===== config.mk =====
export PLATFORM = sky130hd
export DESIGN_NAME = txq_tag_fifo
export DESIGN_NICKNAME = d
export VERILOG_FILES = /design/src/rtl/txq_pkg.sv /design/src/rtl/txq_tagctl.sv /design/src/rtl/txq_store.sv /design/src/rtl/txq_level.sv /design/src/rtl/txq_tag_fifo.sv
export SDC_FILE = /design/constraint.sdc
export NUM_CORES = 1
export LEC_CHECK = 0
export ABC_CLOCK_PERIOD_IN_PS = 2800
export BUFFER_PORTS_ARGS = -buffer_cell sky130_fd_sc_hd__buf_2
export CORE_ASPECT_RATIO = 0.8
export CORE_MARGIN = 2
export CORE_UTILIZATION = 61
export CTS_CLUSTER_SIZE = 12
export DETAILED_ROUTE_END_ITERATION = 7
export PLACE_DENSITY_LB_ADDON = 0.05
export SLEW_MARGIN = 20
export SYNTH_ARGS = -nofsm -noshare
export SYNTH_HDL_FRONTEND = slang
export SYNTH_SLANG_ARGS = --single-unit

===== constraint.sdc =====
create_clock -name clk -period 2.8 [get_ports clk]
set_clock_uncertainty 0.1 [all_clocks]
set_input_delay 0.56 -clock clk [delete_from_list [all_inputs] [get_ports clk]]
set_output_delay 0.56 -clock clk [all_outputs]
set_load 0.1 [all_outputs]

===== src/rtl/txq_pkg.sv =====
package txq_pkg;
   typedef enum logic [1:0] {
      FILL_EMPTY = 2'b00,
      FILL_LOW   = 2'b01,
      FILL_MID   = 2'b10,
      FILL_FULL  = 2'b11
   } fill_code_e;

   // marker bit positions above the data byte in a stored word
   localparam int MK_EOP_OFS   = 1;
   localparam int MK_ABORT_OFS = 0;
   localparam int MK_BITS      = 2;
endpackage


===== src/rtl/txq_tagctl.sv =====
module txq_tagctl (
   input  logic clk,
   input  logic rst_n,
   input  logic ctl_wr,
   input  logic ctl_eop,
   input  logic ctl_abort,
   input  logic ctl_thr_hi,
   input  logic push_ok,
   output logic eop_q,
   output logic abort_q,
   output logic thr_hi_q
);
   always_ff @(posedge clk) begin
      if (!rst_n) begin
         eop_q    <= 1'b0;
         abort_q  <= 1'b0;
         thr_hi_q <= 1'b0;
      end else if (ctl_wr) begin
         eop_q    <= ctl_eop;
         abort_q  <= ctl_abort;
         thr_hi_q <= ctl_thr_hi;
      end else if (push_ok) begin
         eop_q    <= 1'b0;
         abort_q  <= 1'b0;
      end
   end
endmodule


===== src/rtl/txq_store.sv =====
module txq_store #(
   parameter int DEPTH = 19,
   parameter int EW    = 10
) (
   input  logic          clk,
   input  logic          rst_n,
   input  logic          push_ok,
   input  logic          pop_ok,
   input  logic [EW-1:0] push_word,
   output logic [EW-1:0] pop_word
);
   localparam int AW = (DEPTH > 1) ? $clog2(DEPTH) : 1;
   localparam logic [AW-1:0] LAST = AW'(DEPTH - 1);
   localparam bit POW2 = ((1 << AW) == DEPTH);

   logic [EW-1:0] mem [DEPTH];
   logic [AW-1:0] wptr, rptr, wptr_nx, rptr_nx;

   generate
      if (POW2) begin : g_wrap_nat
         always_comb begin
            wptr_nx = wptr + AW'(1);
            rptr_nx = rptr + AW'(1);
         end
      end else begin : g_wrap_cmp
         always_comb begin
            wptr_nx = (wptr == LAST) ? '0 : wptr + AW'(1);
            rptr_nx = (rptr == LAST) ? '0 : rptr + AW'(1);
         end
      end
   endgenerate

   always_ff @(posedge clk) begin
      if (push_ok) mem[wptr] <= push_word;
   end

   always_ff @(posedge clk) begin
      if (!rst_n) begin
         wptr     <= '0;
         rptr     <= '0;
         pop_word <= '0;
      end else begin
         if (push_ok) wptr <= wptr_nx;
         if (pop_ok) begin
            rptr     <= rptr_nx;
            pop_word <= mem[rptr];
         end
      end
   end
endmodule


===== src/rtl/txq_level.sv =====
module txq_level
   import txq_pkg::*;
#(
   parameter int DEPTH  = 19,
   parameter int THR_LO = 4,
   parameter int THR_HI = 14
) (
   input  logic                       clk,
   input  logic                       rst_n,
   input  logic                       push_req,
   input  logic                       pop_req,
   input  logic                       thr_hi,
   output logic                       push_ok,
   output logic                       pop_ok,
   output logic [$clog2(DEPTH+1)-1:0] level,
   output fill_code_e                 code,
   output logic                       low_evt,
   output logic                       ovf,
   output logic                       und
);
   localparam int CW = $clog2(DEPTH + 1);
   localparam logic [CW-1:0] FULL_LV = CW'(DEPTH);

   logic [CW-1:0] thr, lv_nx;
   logic          is_full, is_empty;

   assign thr      = thr_hi ? CW'(THR_HI) : CW'(THR_LO);
   assign is_full  = (level == FULL_LV);
   assign is_empty = (level == '0);
   assign push_ok  = push_req && !is_full;
   assign pop_ok   = pop_req && !is_empty;

   always_comb begin
      lv_nx = level;
      if (push_ok && !pop_ok) lv_nx = level + CW'(1);
      if (pop_ok && !push_ok) lv_nx = level - CW'(1);
   end

   always_ff @(posedge clk) begin
      if (!rst_n) begin
         level   <= '0;
         low_evt <= 1'b0;
         ovf     <= 1'b0;
         und     <= 1'b0;
      end else begin
         level   <= lv_nx;
         low_evt <= (level > thr) && (lv_nx <= thr);
         ovf     <= push_req && is_full;
         und     <= pop_req && is_empty;
      end
   end

   always_comb begin
      if (is_empty)        code = FILL_EMPTY;
      else if (is_full)    code = FILL_FULL;
      else if (level > thr) code = FILL_MID;
      else                 code = FILL_LOW;
   end
endmodule


===== src/rtl/txq_tag_fifo.sv =====
module txq_tag_fifo
   import txq_pkg::*;
#(
   parameter int DEPTH  = 19,
   parameter int DW     = 8,
   parameter int THR_LO = 4,
   parameter int THR_HI = 14
) (
   input  logic                       clk,
   input  logic                       rst_n,
   input  logic                       ctl_wr,
   input  logic                       ctl_eop,
   input  logic                       ctl_abort,
   input  logic                       ctl_thr_hi,
   output logic                       tag_eop_q,
   output logic                       tag_abort_q,
   input  logic                       wr_en,
   input  logic [DW-1:0]              wr_data,
   input  logic                       rd_en,
   output logic [DW-1:0]              rd_data,
   output logic                       rd_eop,
   output logic                       rd_abort,
   output logic [$clog2(DEPTH+1)-1:0] fill_level,
   output logic [1:0]                 fill_code,
   output logic                       low_evt,
   output logic                       wr_overflow,
   output logic                       rd_underrun
);
   localparam int EW = DW + MK_BITS;

   generate
      if (DEPTH < 2) begin : g_bad_depth
         $error("txq_tag_fifo: DEPTH must be at least 2");
      end
      if (DW < 1) begin : g_bad_width
         $error("txq_tag_fifo: DW must be at least 1");
      end
      if (THR_LO < 1 || THR_LO >= THR_HI) begin : g_bad_lo
         $error("txq_tag_fifo: need 1 <= THR_LO < THR_HI");
      end
      if (THR_HI >= DEPTH) begin : g_bad_hi
         $error("txq_tag_fifo: THR_HI must be below DEPTH");
      end
   endgenerate

   logic          push_ok, pop_ok, thr_hi_q;
   logic [EW-1:0] push_word, pop_word;
   fill_code_e    code;

   txq_tagctl u_tagctl (
      .clk        (clk),
      .rst_n      (rst_n),
      .ctl_wr     (ctl_wr),
      .ctl_eop    (ctl_eop),
      .ctl_abort  (ctl_abort),
      .ctl_thr_hi (ctl_thr_hi),
      .push_ok    (push_ok),
      .eop_q      (tag_eop_q),
      .abort_q    (tag_abort_q),
      .thr_hi_q   (thr_hi_q)
   );

   txq_level #(.DEPTH(DEPTH), .THR_LO(THR_LO), .THR_HI(THR_HI)) u_level (
      .clk      (clk),
      .rst_n    (rst_n),
      .push_req (wr_en),
      .pop_req  (rd_en),
      .thr_hi   (thr_hi_q),
      .push_ok  (push_ok),
      .pop_ok   (pop_ok),
      .level    (fill_level),
      .code     (code),
      .low_evt  (low_evt),
      .ovf      (wr_overflow),
      .und      (rd_underrun)
   );

   always_comb begin
      push_word                       = '0;
      push_word[DW+MK_EOP_OFS]        = tag_eop_q;
      push_word[DW+MK_ABORT_OFS]      = tag_abort_q;
      push_word[DW-1:0]               = wr_data;
   end

   txq_store #(.DEPTH(DEPTH), .EW(EW)) u_store (
      .clk       (clk),
      .rst_n     (rst_n),
      .push_ok   (push_ok),
      .pop_ok    (pop_ok),
      .push_word (push_word),
      .pop_word  (pop_word)
   );

   assign rd_data   = pop_word[DW-1:0];
   assign rd_eop    = pop_word[DW+MK_EOP_OFS];
   assign rd_abort  = pop_word[DW+MK_ABORT_OFS];
   assign fill_code = code;
endmodule


Word-level counts from Yosys, hierarchy flattened
Memories as Yosys holds them, arrays and structs flattened. A register that Yosys moved wholly into a read port is not among the register bits.
Index checks and enable logic that the tools add are counted.
- input bits: 16
- register bits after elaboration: 21
- RAM bits: 190
- memories: 1
- memory list (memory ; depth ; bits a word ; rd ports ; clocked after memory_dff ; wr ports ; line ; source):
    u_store.mem ; 19 ; 10 ; 1 ; 1 ; 1 ; txq_store.sv:16 ; logic [EW-1:0] mem [DEPTH];
- $add $sub $neg: 4
- mux-type cells: 13
- reductions and logical operators: 14
- equal/unequal tests: 3
- magnitude comparators: 2
- operators with widths (cell ; number):
    2-to-1 mux 5 bit ; 4
    adder 5 x 1 -> 5 bit (second input constant) ; 3
    equality test 5 bit (second input constant) ; 3
    logical AND 1 bit ; 7
    2-to-1 mux 2 bit ; 3
    greater-than comparator 5 bit ; 1
    less-or-equal comparator 5 bit ; 1
    zero test 1 bit ; 5
    zero test 5 bit ; 1
    2-to-1 mux 1 bit ; 5
    subtractor 5 x 1 -> 5 bit (second input constant) ; 1
    2-to-1 mux 4 bit ; 1
    nonzero test 2 bit ; 1

Depth between registers and ports, before layout
Gate-level depths: netlist of the first run.
- depth in word-level cells: 9
- gate-level depth with buffers: 12
- depth with buffers taken out: 12

By module
A second synthesis of the first run with hierarchy kept.
- cells, all modules: 575
- area, all modules: 9062.4 sq um
- modules (own cells, without submodules) (module ; cells an instance ; area each (sq um) ; times used):
    txq_store ; 494 ; 8306.7 ; 1
    txq_level ; 72 ; 639.4 ; 1
    txq_tagctl ; 9 ; 116.4 ; 1

Worst setup path before layout of the first run
Ideal clock, no wire load.
- kind: register -> output
- start: reg u_level.level[1]
- end: out fill_code[1]
- data required time: 2.140 ns
- path buffers: 0
- cell stages (with the launch flop): 6
- slack: -1.010 ns
- data arrival time: 3.150 ns
- cells stage by stage: dfxtp_1 -> inv_1 -> ha_1 -> and3b_1 -> o21ai_0 -> o21bai_1
- cells in the longest elaborated chain, start to end: 4
- elaborated cells between the ends (all ways): 6
- classes of those cells: order compare (1); eq/ne (1); mux (3); reduce/logical (1)
- ends and longest elaborated chain (element ; line ; source):
    start, declared ; txq_level.sv:15 ; output logic [$clog2(DEPTH+1)-1:0] level,
    start signal, assigned ; txq_level.sv:46 ; level <= lv_nx;
    greater-than comparator 5 bit ; txq_level.sv:56 ; else if (level > thr) code = FILL_MID;
    2-to-1 mux 2 bit ; txq_level.sv:56 ;
    2-to-1 mux 2 bit ; txq_level.sv:55 ; else if (is_full) code = FILL_FULL;
    2-to-1 mux 2 bit (*) ; txq_level.sv:54 ; if (is_empty) code = FILL_EMPTY;
    end, declared ; txq_tag_fifo.sv:24 ; output logic [1:0] fill_code,
Every way passes the cells marked *; elsewhere a longest branch is shown, timed or not.

Final worst setup path of the first run
- start: reg u_tagctl.thr_hi_q
- end: out fill_code[0]
- cells in the longest elaborated chain, start to end: 5
- ends and longest elaborated chain (element ; line ; source):
    start, declared ; txq_tagctl.sv:11 ; output logic thr_hi_q
    start signal, assigned ; txq_tagctl.sv:21 ; thr_hi_q <= ctl_thr_hi;
    2-to-1 mux 4 bit ; txq_level.sv:27 ; assign thr = thr_hi ? CW'(THR_HI) : CW'(THR_LO);
    greater-than comparator 5 bit ; txq_level.sv:56 ;
    2-to-1 mux 2 bit ; txq_level.sv:56 ;
    2-to-1 mux 2 bit ; txq_level.sv:55 ;
    2-to-1 mux 2 bit ; txq_level.sv:54 ;
No other way between the ends.

==> summary.txt, run 1 <==
Status
  • Status: finished, final reports clean

Finish
  • Design area: 10300 µm²
  • Register area: 6330 µm²
  • Footprint of the multi-input gates: 2550 µm²
  • Filler cell count in the final layout: 879
  • Share of cells above drive strength 1: 0.259
  • Antenna diodes: 0
  • Fin nets: 625
  • Commonest non-fill, non-tap cell in the layout: edfxtp_1
  • Commonest non-fill, non-tap cells in the layout: 190 x edfxtp_1, 38 x mux4_2, 35 x nand2_1, 35 x buf_2, 24 x dfxtp_1
  • Area grow syn2layout: 13.2%

STA
  • Period minus WS final: 2670 ps
  • Fin. max-slew vios: 0
  • RSZ-0062 raised after global routing: yes
  • Final-report hold violation count: 0
  • Fmax: 0.374 GHz
  • Setup TNS: 0 ps
  • Max-slew headroom: 0.491
  • Post-route setup slack: 126 ps
  • Setup violators final: 0
  • Fin crit share: 0.955
  • Worst Tran Pin Value: 763 ps
  • Fin Hold WS: 231 ps

Placement
  • Final Wtd Congestion: 0.865
  • Placed Area: 9590 µm²
  • Port Buffers: 37
  • Place WS: 93.1 ps
  • Dpl hpwl: 12000 µm

Drt
  • DRC: 0
  • Drt first-iter violations: 526
  • Routed WL: 18800 µm
  • Vias: 4904
  • TritonRoute pass-1 iters: 5
  • Detailed-route wire length per cell: 23.6 µm
  • Detail Route Antenna Nets: 0
  • Post-DR vias/cell: 6.15

Clocking
  • CTS root buffer: clkbuf_16
  • H-tree levels: 1
  • Worst skew pair latency: 510 ps
  • Maximum root-to-sink buffer count: 3
  • Worst-path clk slew: 50 ps
  • CTS tree: built
  • CTS buffer count: 22
  • Clock Sinks: 221

GRT
  • Largest net degree at the start of global routing: 27
  • Met2 GRT Util: 0.408
  • Vias in the first global route: 5043
  • Antenna violations before repair: 0
  • Global-route wire length before repair: 29000 µm
  • M3 GR Usage: 0.0326
  • Gr usage total: 0.247
  • Top Usage Layer GRT: met2
  • Total grt overflow: 0
  • GR Layer Usage met1: 0.356

Synthesis
  • Number of synthesized register bits: 221
  • Synth unique cells: 49
  • Avg Cell Area, Syn: 16.9 µm²
  • FFs w/ async S/R, synth: 0
  • Ys flop type: edfxtp_1
  • Mapped Nets: 566
  • Number of flops mapped to enable cells by yosys: 190
  • Mapped Area: 9070 µm²
  • Seq/Total Area, Yosys: 0.698
  • Synth warn: 0
  • Synth Instances: 538

Die
  • Core area: 14400 µm²
  • Die W: 140 µm
  • Area of the die: 15900 µm²
  • Top Ports: 38
  • Number of core rows: 39
  • Die height: 113 µm
  • Initial core utilization: 0.630

Setup path
  • WP data required: 2140 ps
  • Worst reg-to-reg setup slack: 130 ps
  • Reg2Reg Depth: 10
  • CP Capture Type: primary output
  • Setup crit start kind: register
  • Critical path fanouts, max: 4
  • Reg2reg end: u_level.low_evt
  • Reg-to-reg startpoint: u_level.level[0]
  • Arrival time worst endpoint: 2010 ps
  • Crit Path Category: reg2out

Job
  • Max Cap Viol: 0

Power and ir drop
  • Tot Pwr: 9.69 mW
  • Maximum vdd drop: 0.000660 V
  • Leakage power: 3.46 nW
  • P per Cell Area: 944 nW/µm²

Worst hold path
  • Hold endpoint: u_tagctl.thr_hi_q
  • Hold_sp: ctl_thr_hi
  • Hold WC Path Type: in2reg
  • Hold path cells: 3
## state kept, by name (all words and copies together) (netlist names)
signal,count
u_store.rptr,5
u_tagctl.eop_q,1
u_level.und,1
u_store.wptr,5
u_store.pop_word,10
u_tagctl.abort_q,1
u_level.level,5
u_level.ovf,1
u_store.mem,190
u_tagctl.thr_hi_q,1
u_level.low_evt,1
## layout make-up
type,count,area share
Tap cell,184,0.0224
Multi-Input combinational cell,275,0.249
Sequential cell,221,0.617
Clock buffer,38,0.0605
Inverter,13,0.00475
Clock inverter,2,0.00195
Timing Repair Buffer,64,0.0444
## critical path: stages, from the launching register on
cell and delay [ps]:
dfxtp_1 400, inv_1 80, ha_1 290, and3b_1 190
o21ai_4 180, nand2_1 100, nand2_2 100, buf_12 180
## cells by family (layout without fill, tap and decap cells)
family / count (synthesis) / in the layout / share of synthesized area
xor+xnor: 10 / 10 / 0.0112
buf+inv: 42 / 117 / 0.0246
mux: 71 / 71 / 0.137
fa+ha+maj: 12 / 12 / 0.0166
flops: 221 / 221 / 0.698
compound gates: 58 / 58 / 0.0419
simple gates: 124 / 124 / 0.0716
## through the flow
step / instances / util
5_1_grt: 797 / 0.713
4_1_cts: 796 / 0.711
6_report: 797 / 0.713
3_3_place_gp: 756 / 0.666
2_1_floorplan: 538 / -
3_5_place_dp: 756 / 0.666
## power by group
part / switching (mW) / total (mW) / internal (mW)
combinational: 2.01 / 3.15 / 1.14
sequential: 0.157 / 3.89 / 3.73
clock: 1.15 / 2.66 / 1.50
total: 3.32 / 9.69 / 6.37
## Yosys cell counts (2+ instances only)
cell / count / share of area
mux4_2: 38 / 0.094
edfxtp_1: 190 / 0.63
xor2_1: 6 / 0.0058
o21ai_1: 8 / 0.0044
o21ai_0: 8 / 0.0044
mux2_2: 16 / 0.020
and2_1: 20 / 0.014
o211ai_1: 13 / 0.011
mux2i_1: 15 / 0.017
xnor2_1: 3 / 0.0029
nor3b_1: 5 / 0.0041
clkbuf_1: 4 / 0.0017
nand3_1: 19 / 0.010
inv_1: 12 / 0.0050
buf_2: 13 / 0.0072
nor3_1: 5 / 0.0028
dfxtp_1: 31 / 0.068
buf_6: 5 / 0.0062
buf_4: 3 / 0.0025
a21oi_1: 16 / 0.0088
nand2_1: 36 / 0.015
nor2b_1: 4 / 0.0028
mux4_1: 2 / 0.0058
nand4_1: 7 / 0.0048
nor2_1: 18 / 0.0074
buf_1: 4 / 0.0017
nand2b_1: 2 / 0.0014
ha_1: 12 / 0.017
a211oi_1: 3 / 0.0025
## metal layers
metal  share of wire  vias to the layer above  wire length, µm
met5               0                        -                0
met4           0.018                        0              330
met3           0.047                       23              892
met2            0.50                      136             9380
met1            0.44                     2534             8230
li1                -                     2211                -
## how the worst max path moves through the flow
stage,from,endpoint,slack [ps]
6_report,u_tagctl.thr_hi_q,fill_code[0],130
5_1_grt,u_level.level[0],u_level.low_evt,-30
4_1_cts,u_level.level[1],fill_code[0],9
3_5_place_dp,u_level.level[0],u_level.low_evt,90
3_3_place_gp,u_level.level[0],u_level.low_evt,260
2_1_floorplan,u_level.level[3],fill_code[0],30
## what timing repair did
item	4_1_cts	5_1_grt
hold buffers	0	0
endpoints found under the setup margin	2	3
pin swaps	0	0
buffers inserted	0	1
gates resized for setup	2	4
No activity file was read; power rests on OpenSTA's default activity.
==> inputs of run 2 (changes only) <==
ABC_AREA = 1   (was default)
==> run 2 against run 1 <==
Compared with the run above: maximum frequency is 0.19% lower; clock-buffer cell count is 1 lower; utilization is 1.5 points lower; global-route usage is 2.8 points higher; critical path type unchanged; highest routed layer unchanged.
==> summary.txt, run 2 <==
STA
  • Fin Hold WS: 215 ps (-15.9 ps)
  • Fmax: 0.373 GHz (-0.19%)
  • Final-report hold violation count: 0 (unchanged)
  • Fin. max-slew vios: 0 (unchanged)
  • Post-route setup slack: 121 ps (-5.08 ps)
  • Setup TNS: 0 ps (unchanged)
  • Setup violators final: 0 (unchanged)
  • Fin crit share: 0.957 (+0.00181)
  • Period minus WS final: 2680 ps (+5.08 ps)
  • Max-slew headroom: 0.553 (+0.0623)
  • Worst Tran Pin Value: 670 ps (-93.2 ps)

Setup path
  • CP Capture Type: primary output
  • CP cell instances: inv_1 > ha_1 > nand2_1 > o21bai_1 > a21oi_2 > nand2_1 > nand2_2 > buf_8
  • Crit Path Category: reg2out
  • Worst reg-to-reg setup slack: 370 ps (+240 ps)
  • Arrival time worst endpoint: 2020 ps (about the same)
  • Crit-path most repeated cell: nand2_1
  • Setup crit start kind: register
  • Reg-to-reg startpoint: u_level.level[0]
  • Critical path fanouts, max: 3 (-1)
  • Delay-heaviest family, CP: flip-flops
  • Reg2reg end: u_level.low_evt
  • Reg2Reg Depth: 14 (+4)
  • Critical path's slowest cell: dfxtp_1
  • CP max stage delay: 350 ps (-50 ps)
  • Buf/Inv on CP: 2 (unchanged)
  • WP data required: 2140 ps (about the same)

Worst hold path
  • Hold WC Path Type: in2reg
  • Hold endpoint: u_level.und
  • Hold_sp: rd_en
  • Hold path cells: 3 (unchanged)

Die
  • Die W: 142 µm (+1.0%)
  • Initial core utilization: 0.621 (-0.00901)
  • Core area: 14900 µm² (+3.6%)
  • Area of the die: 16200 µm² (+2.1%)
  • Number of core rows: 40 (+2.6%)
  • Top Ports: 38 (unchanged)
  • Die height: 114 µm (+1.0%)

Finish
  • Most flops, register: u_store.mem
  • Largest regs: u_store.mem (190), u_store.pop_word (10)
  • Design area: 10400 µm² (+1.4%)
  • Area grow syn2layout: 12.4%
  • Commonest non-fill, non-tap cell in the layout: edfxtp_1
  • Fin nets: 909 (+45%)
  • Post-route insts no fill: 1086 (+36%)
  • Antenna diodes: 0 (unchanged)
  • Post-Route Utilization: 0.698 (-0.0152)
  • Max FFs per register: 190 (unchanged)
  • Commonest non-fill, non-tap cells in the layout: 190 x edfxtp_1, 161 x nor2_1, 108 x o21ai_0
  • Share of cells above drive strength 1: 0.146 (-0.113)

GRT
  • Largest net degree at the start of global routing: 56 (+110%)
  • Total grt overflow: 0 (unchanged)
  • Antenna violations before repair: 0 (unchanged)
  • Global-route wire length before repair: 33500 µm (+15%)
  • M3 GR Usage: 0.0452 (+0.0126)
  • GR Layer Usage met1: 0.405 (+0.0494)
  • Top Usage Layer GRT: met2
  • Gr usage total: 0.275 (+0.0285)
  • Met2 GRT Util: 0.441 (+0.0329)
  • Vias in the first global route: 5996 (+19%)

Placement
  • Final Wtd Congestion: 0.889 (+2.7%)
  • Place WS: 318 ps (+225 ps)
  • Dpl hpwl: 13300 µm (+11%)
  • Placed Area: 9730 µm² (+1.4%)
  • Port Buffers: 37 (unchanged)
  • # placed instances: 1044 (+38%)

Synthesis
  • Synth Instances: 829 (+54%)
  • Ys flop type: edfxtp_1
  • Seq/Total Area, Yosys: 0.683 (-0.0145)
  • FFs w/ async S/R, synth: 0 (unchanged)
  • Synth warn: 0 (unchanged)
  • Number of flops mapped to enable cells by yosys: 190 (unchanged)
  • Yosys top cell by area: edfxtp_1
  • Top post-synthesis cells by area: edfxtp_1 62%, dfxtp_1 6.7%, nor2_1 6.5%, o21ai_0 5.8%, nand2_1 4.3%
  • Commonest cells in the netlist: 190 x edfxtp_1, 161 x nor2_1, 108 x o21ai_0
  • Avg Cell Area, Syn: 11.2 µm² (-34%)
  • Mapped Nets: 857 (+51%)
  • Post-synth top area share: 0.616 (-0.0131)
  • Synth unique cells: 34 (-31%)
  • Top-count cell post-synth: edfxtp_1
  • Number of synthesized register bits: 221 (unchanged)
  • Mapped Area: 9260 µm² (+2.1%)

Drt
  • Post-DR vias/cell: 5.85 (-4.9%)
  • Drt first-iter violations: 774 (+47%)
  • Detail Route Antenna Nets: 0 (unchanged)
  • DRC: 0 (unchanged)
  • Routed WL: 21500 µm (+14%)
  • Detailed-route wire length per cell: 19.8 µm (-16%)
  • Vias: 6356 (+30%)
  • TritonRoute pass-1 iters: 5 (unchanged)

Clocking
  • Worst-path clk slew: 60 ps (about the same)
  • H-tree levels: 1 (unchanged)
  • CTS buffer count: 23 (+4.5%)
  • CTS tree: built
  • Clock Sinks: 221 (unchanged)
  • Worst skew pair latency: 500 ps (about the same)
  • Maximum root-to-sink buffer count: 3 (unchanged)
  • Number of hold buffers added after cts: 0 (unchanged)
  • CTS root buffer: clkbuf_16

Power and ir drop
  • Maximum vdd drop: 0.000677 V (+2.4%)
  • P per Cell Area: 896 nW/µm² (-5.1%)
  • Tot Pwr: 9.32 mW (-3.8%)
  • Leakage power: 3.82 nW (+10%)

Status
  • Status: finished, final reports clean

Job
  • Max Cap Viol: 0 (unchanged)
## run 2: changes by cell type after synthesis, sizes merged, moves of 10 or more
cell    previous run  this run
nand2             36       115
mux2              16         0
a21oi             16        35
mux2i             15         0
inv               12        38
clkbuf             4        14
o21ai             16       137
and2              21         0
nor2              18       167
mux4              40         0
## run 2: report_power, final
group          switching, mW  leakage (nW)  internal [mW]  total [mW]
clock                   1.14         0.313           1.55        2.69
combinational           2.09          1.53          0.716        2.80
sequential             0.115          1.98           3.71        3.82
## run 2: logic make-up (layout without fill, tap and decap cells)
family | count (synthesis) | after routing | synth area share
simple gates | 318 | 318 | 0.143
flops | 221 | 221 | 0.683
compound gates | 193 | 193 | 0.113
buf+inv | 80 | 148 | 0.0400
fa+ha+maj | 12 | 12 | 0.0162
xor+xnor | 5 | 5 | 0.00473
## run 2: layout make-up
class	count	area [µm²]
Sequential cell	221	6330
Fill cell	1080	4510
Multi-Input combinational cell	528	2590
Clock buffer	37	638
Timing Repair Buffer	69	450
Tap cell	189	236
Inverter	38	143
Clock inverter	4	20.0
## run 2: worst max-delay path by stage
stage                      startpoint               to  cells after the start
floorplan            u_level.level[4]  u_level.low_evt                     13
global placement    u_tagctl.thr_hi_q     fill_code[0]                      7
detailed placement  u_tagctl.thr_hi_q     fill_code[0]                      7
CTS                 u_tagctl.thr_hi_q     fill_code[1]                      7
global route        u_tagctl.thr_hi_q     fill_code[0]                      8
finish              u_tagctl.thr_hi_q     fill_code[0]                      8
## run 2: layer usage
metal | wire [µm] | vias to the layer above
met5 | 0 | -
met4 | 335 | 0
met3 | 1860 | 30
met2 | 10000 | 262
met1 | 9320 | 3060
li1 | - | 3004
## run 2: what timing repair did
action | in CTS | in global routing
pin swaps | 0 | 1
buffers inserted | 0 | 1
setup endpoints to repair | 2 | 2
gates resized for setup | 2 | 4
endpoints found under the hold margin | 0 | 0
## run 2: tightest hold or removal path: cells and delay by family
family | cells | cell delay, ps
buffers and inverters | 1 | 120
AND/OR/NAND/NOR | 2 | 90
==> inputs of run 3 (changes only) <==
ABC_CLOCK_PERIOD_IN_PS = 2600   (was 2800)
clock period = 2.6 ns   (was 2.8 ns; I/O delays follow)
==> run 3 against run 2 <==
Compared with the run above: routed wire length shrank 2.9%; worst setup slack lost 68 ps; die area is the same; power grew 8.6%; first-iteration DRC count shrank 9.4%; global-route usage shrank 1.4 points; final cell count grew 0.28%; utilization grew 0.79 points; sequential share of layout area shrank 0.61 points; clock power grew 7.8%; clock-buffer cell count grew 1; critical path type unchanged; critical endpoint is now fill_code[1]; largest power group unchanged.
==> summary.txt, run 3 (synthesized netlist as in run 2, its figures left out) <==
GRT
  • Largest net degree at the start of global routing: 94 (+68%)
  • Total grt overflow: 0 (unchanged)
  • Antenna violations before repair: 0 (unchanged)
  • Vias in the first global route: 5984 (-0.20%)
  • Global-route wire length before repair: 32200 µm (-3.8%)
  • Gr usage total: 0.262 (-0.0135)

Setup path
  • Crit-path most repeated cell: a21oi_4
  • CP max stage delay: 380 ps (+30 ps)
  • Reg2Reg Depth: 16 (+2)
  • Reg2reg end: u_level.low_evt
  • Critical path fanouts, max: 3 (unchanged)
  • Arrival time worst endpoint: 1930 ps (-90 ps)
  • Critical path's slowest cell: dfxtp_4
  • WP data required: 1980 ps (-160 ps)
  • Reg-to-reg startpoint: u_level.level[1]
  • Delay-heaviest family, CP: compound AO/OA/AOI/OAI gates
  • Setup crit start kind: register
  • CP Capture Type: primary output
  • Crit Path Category: reg2out
  • Worst reg-to-reg setup slack: 120 ps (-250 ps)
  • Buf/Inv on CP: 2 (unchanged)
  • CP cell instances: inv_4 > ha_4 > nand2_1 > o21bai_1 > a21oi_4 > a21oi_4 > buf_8

Finish
  • Commonest non-fill, non-tap cell in the layout: edfxtp_1
  • Fin nets: 913 (+0.44%)
  • Share of cells above drive strength 1: 0.157 (+0.0106)
  • Max FFs per register: 190 (unchanged)
  • Commonest non-fill, non-tap cells in the layout: 190 x edfxtp_1, 161 x nor2_1, 107 x o21ai_0
  • Design area: 10500 µm² (+1.1%)
  • Antenna diodes: 0 (unchanged)
  • Most flops, register: u_store.mem
  • Area grow syn2layout: 13.7%
  • Largest regs: u_store.mem (190), u_store.pop_word (10)

Drt
  • Drt first-iter violations: 701 (-9.4%)
  • TritonRoute pass-1 iters: 6 (+1)
  • Detailed-route wire length per cell: 19.2 µm (-3.1%)
  • DRC: 0 (unchanged)
  • Vias: 6282 (-1.2%)
  • Detail Route Antenna Nets: 0 (unchanged)
  • Post-DR vias/cell: 5.77 (-1.4%)
  • Routed WL: 20900 µm (-2.9%)

STA
  • Setup TNS: 0 ps (unchanged)
  • Period minus WS final: 2550 ps
  • Setup violators final: 0 (unchanged)
  • Fmax: 0.393 GHz
  • Fin crit share: 0.980
  • Max-slew headroom: 0.571 (+0.0180)
  • Worst Tran Pin Value: 643 ps (-26.9 ps)
  • Final-report hold violation count: 0 (unchanged)
  • Fin. max-slew vios: 0 (unchanged)

Placement
  • Placed Area: 9780 µm² (+0.58%)
  • Port Buffers: 37 (unchanged)
  • Final Wtd Congestion: 0.889 (about the same)
  • Dpl hpwl: 12600 µm (-5.6%)

Clocking
  • Maximum root-to-sink buffer count: 3 (unchanged)
  • H-tree levels: 1 (unchanged)
  • Clock Sinks: 221 (unchanged)
  • CTS buffer count: 22 (-4.3%)
  • Worst-path clk slew: 60 ps (about the same)
  • CTS tree: built
  • Worst skew pair latency: 500 ps (about the same)
  • CTS root buffer: clkbuf_16
  • Number of hold buffers added after cts: 0 (unchanged)

Power and ir drop
  • Cell internal pwr: 6.51 mW (+8.9%)
  • Gate power share: 0.308 (+0.007)
  • P per Cell Area: 962 nW/µm² (+7.4%)
  • Sequential group share of total power: 0.405 (-0.005)
  • Clk pwr share: 0.287 (-0.002)
  • Maximum vdd drop: 0.000776 V (+15%)
  • NetSw: 3.61 mW (+8.1%)
  • Leakage power: 3.85 nW (+0.89%)
  • Net Sw Frac: 0.357 (-0.00174)

Die
  • Core area: 14900 µm² (unchanged)
  • Initial core utilization: 0.621 (unchanged)
  • Die height: 114 µm (unchanged)
  • Area of the die: 16200 µm² (unchanged)
  • Number of core rows: 40 (unchanged)
  • Top Ports: 38 (unchanged)
  • Die W: 142 µm (unchanged)

Worst hold path
  • Hold WC Path Type: in2reg
  • Hold path cells: 3 (unchanged)
  • Hold endpoint: u_level.und
  • Hold_sp: rd_en

Status
  • Status: finished, final reports clean

Job
  • Max Cap Viol: 0 (unchanged)
==> run 3: changes by cell type in the layout (fill, tap and decap cells not counted), sizes merged <==
cell	delta
clkbuf	+1
clkinv	-2
buf	+5
clkinvlp	-1
==> run 3: metrics by stage <==
step	total power [mW]	util	setup WS (ps)	hold WS [ps]	cells
2_1_floorplan	6.47	-	39.4	385	829
4_1_cts	10.1	0.702	7.94	168	1086
5_1_grt	10.5	0.706	-38.1	185	1089
6_report	10.1	0.706	52.8	173	1089
3_3_place_gp	7.11	0.656	293	403	1045
3_5_place_dp	7.17	0.656	236	413	1045
==> run 3: power by group through the flow <==
stage | sequential (mW) | combinational [mW] | clock [mW]
floorplan | 4.75 | 1.72 | 0
global placement | 4.16 | 2.95 | 0
detailed placement | 4.17 | 3.00 | 0
CTS | 4.10 | 3.06 | 2.92
global route | 4.11 | 3.38 | 3.06
finish | 4.10 | 3.12 | 2.90
==> run 3: tightest hold or removal path, stage by stage <==
cell and delay, ps:
buf_2 120, nand2_1 50, nor2_1 40
==> run 3: worst max-delay path by stage <==
stage | start | end | depth (start not counted)
floorplan | u_level.level[1] | u_level.low_evt | 14
global placement | u_level.level[0] | u_level.low_evt | 13
detailed placement | u_level.level[0] | u_level.low_evt | 14
CTS | u_level.level[1] | fill_code[0] | 7
global route | u_level.level[1] | u_level.low_evt | 16
finish | u_tagctl.thr_hi_q | fill_code[1] | 7
==> run 3: repair_timing <==
| item | CTS | global route |
|---|---|---|
| hold endpoints to repair | 0 | 0 |
| setup buffers | 2 | 3 |
| cloned | 0 | 0 |
| pin swaps | 3 | 5 |
| gates resized for setup | 6 | 9 |
| endpoints found under the setup margin | 2 | 3 |
==> run 3: area by class of cell <==
class                           instances  area, µm²
Timing Repair Buffer                   74        526
Tap cell                              189        236
Inverter                               38        145
Sequential cell                       221       6340
Clock inverter                          1       3.75
Clock buffer                           38        642
Multi-Input combinational cell        528       2630
Fill cell                            1052       4390
==> run 3: per-layer routing <==
layer  vias to the layer above  global-route usage  wire [µm]
li1                       3006                   -          -
met1                      3001               0.376       9250
met2                       235               0.425       9720
met3                        40              0.0347       1360
met4                         0              0.0793        568
met5                         -                   0          0
